==> config.mk <==
export PLATFORM = sky130hd
export DESIGN_NAME = pwm_tick_gen
export DESIGN_NICKNAME = d
export VERILOG_FILES = /design/src/rtl/pwm_tick_pkg.sv /design/src/rtl/pwm_tap_counter.sv /design/src/rtl/pwm_linear_div.sv /design/src/rtl/pwm_tick_gen.sv
export SDC_FILE = /design/constraint.sdc
export NUM_CORES = 1
export LEC_CHECK = 0
export BUFFER_PORTS_ARGS = -buffer_cell sky130_fd_sc_hd__buf_4
export CAP_MARGIN = 15
export CORE_AREA = 10 10 89 91
export DETAILED_ROUTE_END_ITERATION = 6
export DIE_AREA = 0 0 99 101
export GPL_TIMING_DRIVEN = 0
export PLACE_DENSITY = 0.7
export SLEW_MARGIN = 20
export SYNTH_ARGS = -nofsm -noshare
export SYNTH_HDL_FRONTEND = slang
export SYNTH_SLANG_ARGS = --single-unit
==> constraint.sdc <==
create_clock -name clk_i -period 3.4 [get_ports clk_i]
set_clock_uncertainty 0.05 [all_clocks]
set_input_delay 0.85 -clock clk_i [delete_from_list [all_inputs] [get_ports clk_i]]
set_output_delay 0.85 -clock clk_i [all_outputs]
set_load 0.01 [all_outputs]
==> src/rtl/pwm_tick_pkg.sv <==
`timescale 1ns/1ps
package pwm_tick_pkg;
  localparam int NUM_TAPS = 11;
  localparam int SEL_W    = 4;
  localparam int DIV_W    = 8;
  localparam int NUM_DIV  = 2;

  typedef struct packed {
    logic             wr;
    logic [SEL_W-1:0] sel;
    logic [DIV_W-1:0] factor;
  } div_cfg_t;
endpackage

==> src/rtl/pwm_tap_counter.sv <==
`timescale 1ns/1ps
module pwm_tap_counter #(
  parameter int NUM_TAPS = pwm_tick_pkg::NUM_TAPS
) (
  input  logic                clk_i,
  input  logic                rst_ni,
  input  logic                gate_en_i,
  output logic [NUM_TAPS-1:0] tap_o
);
  localparam int CW = NUM_TAPS - 1;

  logic [CW-1:0] cnt_q;

  always_ff @(posedge clk_i or negedge rst_ni) begin
    if (!rst_ni) begin
      cnt_q <= '0;
    end else if (gate_en_i) begin
      cnt_q <= cnt_q + CW'(1);
    end
  end

  // The undivided tap follows the master clock itself.
  assign tap_o[0] = 1'b1;

  for (genvar k = 1; k < NUM_TAPS; k++) begin : g_tap
    assign tap_o[k] = gate_en_i & (&cnt_q[k-1:0]);

    // Each slower tap only fires together with the next faster one.
    p_nested_r2 : assert property (@(posedge clk_i) disable iff (!rst_ni)
      tap_o[k] |-> tap_o[k-1]);
  end

  p_advance_r2 : assert property (@(posedge clk_i) disable iff (!rst_ni)
    gate_en_i |=> (cnt_q == $past(cnt_q) + CW'(1)));

  p_hold_gated_r4 : assert property (@(posedge clk_i) disable iff (!rst_ni)
    !gate_en_i |=> $stable(cnt_q));

  p_gated_taps_r4 : assert property (@(posedge clk_i) disable iff (!rst_ni)
    !gate_en_i |-> (tap_o[NUM_TAPS-1:1] == '0));
endmodule

==> src/rtl/pwm_linear_div.sv <==
`timescale 1ns/1ps
module pwm_linear_div #(
  parameter int NUM_TAPS = pwm_tick_pkg::NUM_TAPS,
  parameter int SEL_W    = pwm_tick_pkg::SEL_W,
  parameter int DIV_W    = pwm_tick_pkg::DIV_W
) (
  input  logic                clk_i,
  input  logic                rst_ni,
  input  logic [NUM_TAPS-1:0] taps_i,
  input  logic                wr_i,
  input  logic [SEL_W-1:0]    sel_i,
  input  logic [DIV_W-1:0]    factor_i,
  output logic                tick_o
);
  localparam int NSEL = 2 ** SEL_W;

  logic [SEL_W-1:0] sel_q;
  logic [DIV_W-1:0] fac_q;
  logic [DIV_W-1:0] cnt_q;
  logic [NSEL-1:0]  taps_pad;
  logic             sel_pulse;
  logic             active;
  logic             last;

  // Reserved select codes land on zero padding and never pulse.
  assign taps_pad  = NSEL'(taps_i);
  assign sel_pulse = taps_pad[sel_q];
  assign active    = (fac_q != '0);
  assign last      = (cnt_q == DIV_W'(1));
  assign tick_o    = ~wr_i & sel_pulse & active & last;

  always_ff @(posedge clk_i or negedge rst_ni) begin
    if (!rst_ni) begin
      sel_q <= '0;
      fac_q <= '0;
      cnt_q <= '0;
    end else if (wr_i) begin
      sel_q <= sel_i;
      fac_q <= factor_i;
      cnt_q <= factor_i;
    end else if (sel_pulse && active) begin
      cnt_q <= last ? fac_q : cnt_q - DIV_W'(1);
    end
  end

  p_zero_off_r5 : assert property (@(posedge clk_i) disable iff (!rst_ni)
    (fac_q == '0) |-> !tick_o);

  p_reserved_r6 : assert property (@(posedge clk_i) disable iff (!rst_ni)
    (int'(sel_q) >= NUM_TAPS) |-> !tick_o);

  p_count_range_r7 : assert property (@(posedge clk_i) disable iff (!rst_ni)
    active |-> (cnt_q != '0 && cnt_q <= fac_q));

  p_reload_r7 : assert property (@(posedge clk_i) disable iff (!rst_ni)
    tick_o |=> (cnt_q == fac_q));

  p_write_quiet_r8 : assert property (@(posedge clk_i) disable iff (!rst_ni)
    wr_i |-> !tick_o);

  p_restart_r8 : assert property (@(posedge clk_i) disable iff (!rst_ni)
    wr_i |=> (cnt_q == $past(factor_i)));
endmodule

==> src/rtl/pwm_tick_gen.sv <==
`timescale 1ns/1ps
module pwm_tick_gen #(
  parameter int NUM_TAPS = pwm_tick_pkg::NUM_TAPS,
  parameter int SEL_W    = pwm_tick_pkg::SEL_W,
  parameter int DIV_W    = pwm_tick_pkg::DIV_W
) (
  input  logic                clk_i,
  input  logic                rst_ni,
  input  logic                gate_en_i,
  input  logic                a_wr_i,
  input  logic [SEL_W-1:0]    a_sel_i,
  input  logic [DIV_W-1:0]    a_factor_i,
  input  logic                b_wr_i,
  input  logic [SEL_W-1:0]    b_sel_i,
  input  logic [DIV_W-1:0]    b_factor_i,
  output logic [NUM_TAPS-1:0] tap_o,
  output logic                tick_a_o,
  output logic                tick_b_o
);
  localparam int NUM_DIV = pwm_tick_pkg::NUM_DIV;

  logic [NUM_TAPS-1:0] taps;
  logic [NUM_DIV-1:0]  wr;
  logic [SEL_W-1:0]    sel [NUM_DIV];
  logic [DIV_W-1:0]    fac [NUM_DIV];
  logic [NUM_DIV-1:0]  tick;

  pwm_tap_counter #(.NUM_TAPS(NUM_TAPS)) u_taps (
    .clk_i     (clk_i),
    .rst_ni    (rst_ni),
    .gate_en_i (gate_en_i),
    .tap_o     (taps)
  );

  assign wr[0]  = a_wr_i;
  assign sel[0] = a_sel_i;
  assign fac[0] = a_factor_i;
  assign wr[1]  = b_wr_i;
  assign sel[1] = b_sel_i;
  assign fac[1] = b_factor_i;

  for (genvar i = 0; i < NUM_DIV; i++) begin : g_div
    pwm_linear_div #(
      .NUM_TAPS (NUM_TAPS),
      .SEL_W    (SEL_W),
      .DIV_W    (DIV_W)
    ) u_div (
      .clk_i    (clk_i),
      .rst_ni   (rst_ni),
      .taps_i   (taps),
      .wr_i     (wr[i]),
      .sel_i    (sel[i]),
      .factor_i (fac[i]),
      .tick_o   (tick[i])
    );
  end

  assign tap_o    = taps;
  assign tick_a_o = tick[0];
  assign tick_b_o = tick[1];
endmodule

; Word-level counts from Yosys, hierarchy flattened
; Cells that the tools add are included.
[word_totals]
output_inout_bits = 13
word_cells = 57
ff_bits = 50
in_bits = 29
[classes]
reduce_logical = 15
n_eq_ne = 2
add_sub_neg = 3
n_lt_le_gt_ge = 2
n_mux = 10
bitwise = 18
[op_table]
columns = cell, n
row1 = $mux W8, 6
row2 = $and A1 B1 Y1, 16
row3 = $eq A8 B1 Y1 const B, 2
row4 = $reduce_bool A8 Y1, 2
row5 = $sub A8 B1 Y8 const B, 2
row6 = $add A10 B1 Y10 const B, 1
row7 = $lt A4 B5 Y1 const B, 2
row8 = $reduce_and A10 Y1, 1
row9 = $reduce_and A9 Y1, 1
row10 = $bmux W1 S4, 2
row11 = $reduce_and A8 Y1, 1
row12 = $reduce_and A7 Y1, 1
row13 = $reduce_and A6 Y1, 1
row14 = $reduce_and A5 Y1, 1
row15 = $reduce_and A4 Y1, 1
row16 = $reduce_bool A2 Y1, 2
row17 = $reduce_and A3 Y1, 1
row18 = $logic_and A1 B1 Y1, 2
row19 = $mux W1, 2
row20 = $not A1 Y1, 2
row21 = $reduce_and A2 Y1, 1

; Depth between registers and ports, before layout
[depth]
word_depth = 7
ltp_mapped = 10
ltp_nobuf = 9

; Modules after synthesis
; From an unflattened synthesis, not the netlist that was laid out.
[unflattened]
hier_cells = 295
hier_area_um2 = 3118.0
[modules_own_cells]
columns = mod, cells_each, n_inst, seq_area_each_um2, area_each_um2
row1 = pwm_linear_div, 122, 2, 500.5, 1283.7
row2 = pwm_tap_counter, 51, 1, 250.2, 550.5

; Worst setup path after synthesis
; No wires, ideal clock.
[synth_timing]
path_kind = reg2out
startpoint = register u_taps.cnt_q[0]
endpoint = output tick_b_o
path_stages_with_launch = 11
n_path_buf = 1
t_arrival_ns = 2.359
path_slack_ns = 0.141
t_required_ns = 2.500
cell_sequence = dfrtp_1 -> ha_1 -> and3_1 -> and2b_2 -> ha_1 -> nand2_1 -> o311ai_1 -> o211ai_2 -> or3_1 -> buf_6 -> nor3_1
[synth_via]
elab_chain_len = 7
word_cells_on_any_way = 24
cone_classes = 2 x mux / 13 x bitwise / 9 x reduce/logical
[synth_rtl]
columns = element, line_no
row1 = "start, declared", pwm_tap_counter.sv:12  ; logic [CW-1:0] cnt_q;
row2 = "start signal, assigned", pwm_tap_counter.sv:18  ; cnt_q <= cnt_q + CW'(1);
row3 = $reduce_and A10 Y1 (tied with other cells), pwm_tap_counter.sv:26  ; assign tap_o[k] = gate_en_i & (&cnt_q[k-1:0]);
row4 = $and A1 B1 Y1, pwm_tap_counter.sv:26
row5 = $bmux W1 S4 *, pwm_linear_div.sv:27  ; assign sel_pulse = taps_pad[sel_q];
row6 = $mux W1 (not written as such) *, pwm_linear_div.sv:27
row7 = $and A1 B1 Y1 * (3 in a row), pwm_linear_div.sv:30  ; assign tick_o = ~wr_i & sel_pulse & active & last;
row8 = "end, declared", pwm_tick_gen.sv:18  ; output logic tick_b_o
; Mark *: on every way between the ends. The rest lies on a longest branch, timed or not. The select of a mux whose other input is x is not followed.

; Final worst setup path
; Same ends and word-level chain as after synthesis.

==> metrics.cfg <==
[job]
maxCapViolCount = 0

[timing]
fin_ws_ns = 0.005664
rsz0062_at_grt = yes
fmax_mhz = 294.6
tightest_slew_ns = 0.8724
finalSetupViolations = 0
relSlewSlack = 0.4130
min_period_ns = 3.394
hold_viol = 0
fin_crit_sh = 0.9983
slew_viol_final = 0

[placed_design]
placed_cells = 440
portBuffers = 39
pre_cts_slack_ns = -0.3037
dpl.hpwl_mm = 5.522
gp_congestion = 0.8351
postPlaceCellArea_um2 = 3427

[cts]
cts_sinks = 50
path_clk_slew_ns = 0.10
root_buffer = clkbuf_8
cts_buffers = 5
insertion_delay_ns = 0.31
cts_tree = done
cts.path.max_buffers = 2
cts_max_level = 2
ctsHoldBuffers = 0

[die]
std_cell_rows = 29
dieArea_um2 = 9999
start_util = 0.4896
core_area_um2 = 6205
ioPinCount = 42
fp.dieW_um = 99
fp.dieH_um = 101

[detailed_routing]
ant_nets = 0
wirelength_mm = 7.894
avgViaCountPerCell = 5.850
drc = 0
vias = 2697
wl_per_cell_um = 17.12
drt_iter0_drc = 132
first_pass_iters = 4

[cells_and_area]
insertedDiodeCount = 0
drive_gt1_frac = 0.2578
area_growth_syn_to_layout_pct = 23.23
fill_cells = 548
final_nets = 422
finalInstanceArea_um2 = 3744
final_cells = 461

[synthesis]
synth-edff-count = 0
netlist_area_um2 = 3038
syn_nets = 361
synth-main-ff-cell = dfrtp_1
ys_ff_latch = 50
ys_types = 58
synthTopCellsByArea = dfrtp_1, mux2_2, nand2_1
post_synth.cell_area_avg_um2 = 9.376
yosys_warnings = 0
yosysTopAreaCellShare = 0.4119
yosysMostFrequentCell = dfrtp_1
synth_commonest_cells = dfrtp_1, nand2_1, inv_1, nor2_1, o21ai_0
synth_async_sr_flop_share = 1.000
synth_largest_area_cell = dfrtp_1
syn_inst = 324
yosysSeqAreaShare = 0.4119

[global_routing]
grt_pass1_wl_mm = 13.09
grt_usage = 0.1583
grt_max_degree = 51
overflow = 0
antenna_found_initial = 0
first_global_vias = 2729

[critical_path]
rr_worst_depth = 9
endpoint_kind = output port
worstSetupStartpoint = u_taps.cnt_q[0]
cp-start-kind = flop
crit_fanout = 3
r2r_start = u_taps.cnt_q[0]
cp.required_ns = 2.50
arrival_ns = 2.49
worstSetupPathType = flop to output port

[hold_path]
min_path_type = flop to flop
whs_path_depth = 1
min-delay-start = u_taps.cnt_q[9]

[pwr]
finalPower_mw = 1.792
ir_worst_vdd_mv = 0.3562
power.density_nw_per_um2 = 478.8
p_leak_nw = 1.658

[run_status]
status = finished clean

-- logic make-up after synthesis --
logic type,share of synthesized area
buffers and inverters,0.05601
flip-flops,0.4119
adder cells (fa/ha/maj),0.03295
multiplexers,0.06466
AND/OR/NAND/NOR,0.1977
XOR/XNOR,0.04036
AO/OA/AOI/OAI,0.1952
other,0.001234
-- area by class of cell --
class                      count  area [µm²]  area share
timing repair buffer          55       416.7      0.1113
clock buffer                   6       82.58     0.02206
inverter                      28       105.1     0.02807
multi-input combinational    233        1734      0.4632
tap                           77       96.34     0.02574
buffer                        12       55.05     0.01471
sequential                    50        1254      0.3349
-- through the flow --
stage           TNS, ns    util  hold slack [ns]
6_report              0  0.6033           0.4319
5_1_grt        -0.08760  0.6033           0.4596
4_1_cts        -0.07050  0.5900           0.4298
3_5_place_dp    -0.3543  0.5523           0.4130
3_3_place_gp    -0.2354  0.5523           0.4108
2_1_floorplan         0       -           0.3953
-- critical path, cell delays in order, from the launching register on --
cell	delay, ns
dfrtp_1	0.40
ha_4	0.16
and3_4	0.18
and2b_2	0.16
ha_4	0.13
nand2_4	0.06
o311ai_4	0.28
o211ai_2	0.14
or3_4	0.41
nor3_4	0.15
buf_6	0.13
-- routing by layer --
layer / routed length [µm] / global-route usage
met5: 0 / 0
met2: 3711 / 0.2540
met4: 124 / 0.05733
met3: 445 / 0.03224
met1: 3612 / 0.2054
-- where the power goes --
group          switching (mW)  internal, mW  total (mW)
Sequential              0.124         0.692       0.815
Clock                   0.197         0.158       0.355
Combinational           0.305         0.317       0.622
-- state kept, by name (all words and copies together), names as in the netlist --
signal and count:
g_div.u_div.cnt_q 16, u_taps.cnt_q 10, g_div.u_div.fac_q 16, g_div.u_div.sel_q 8
-- worst paths after layout --
check	end	slack, ns
max	tick_b_o	0.006
min	u_taps.cnt_q[9]	0.43
max reg2reg	g_div[0].u_div.cnt_q[7]	0.78
min reg2reg	u_taps.cnt_q[9]	0.43
max in group asynchronous	u_taps.cnt_q[4]	2.31
min in group asynchronous	g_div[1].u_div.cnt_q[7]	0.50
-- repair_timing --
action	CTS	global route
setup buffers	11	5
pin swaps	5	7
resized for setup	14	12
setup endpoints to repair	2	2
-- layout by cell type (no fill, tap or decap), drive strengths merged, types with 3 or more instances in the layout --
master | synthesis | routed
a2111oi | 3 | 3
a21oi | 8 | 8
and2 | 5 | 5
buf | 7 | 62
clkbuf | 6 | 11
dfrtp | 50 | 50
ha | 8 | 8
inv | 28 | 28
mux2 | 13 | 13
mux2i | 5 | 5
nand2 | 30 | 30
nand2b | 7 | 7
nand3 | 8 | 8
nand4 | 7 | 7
nor2 | 22 | 22
nor2b | 4 | 4
nor3 | 7 | 7
nor4 | 8 | 8
o211ai | 10 | 10
o21ai | 20 | 20
o311ai | 15 | 15
o31ai | 4 | 4
or3 | 5 | 5
or4 | 4 | 4
xnor2 | 8 | 8
xor2 | 6 | 6
Note: power is estimated with default switching activity, not from simulation.
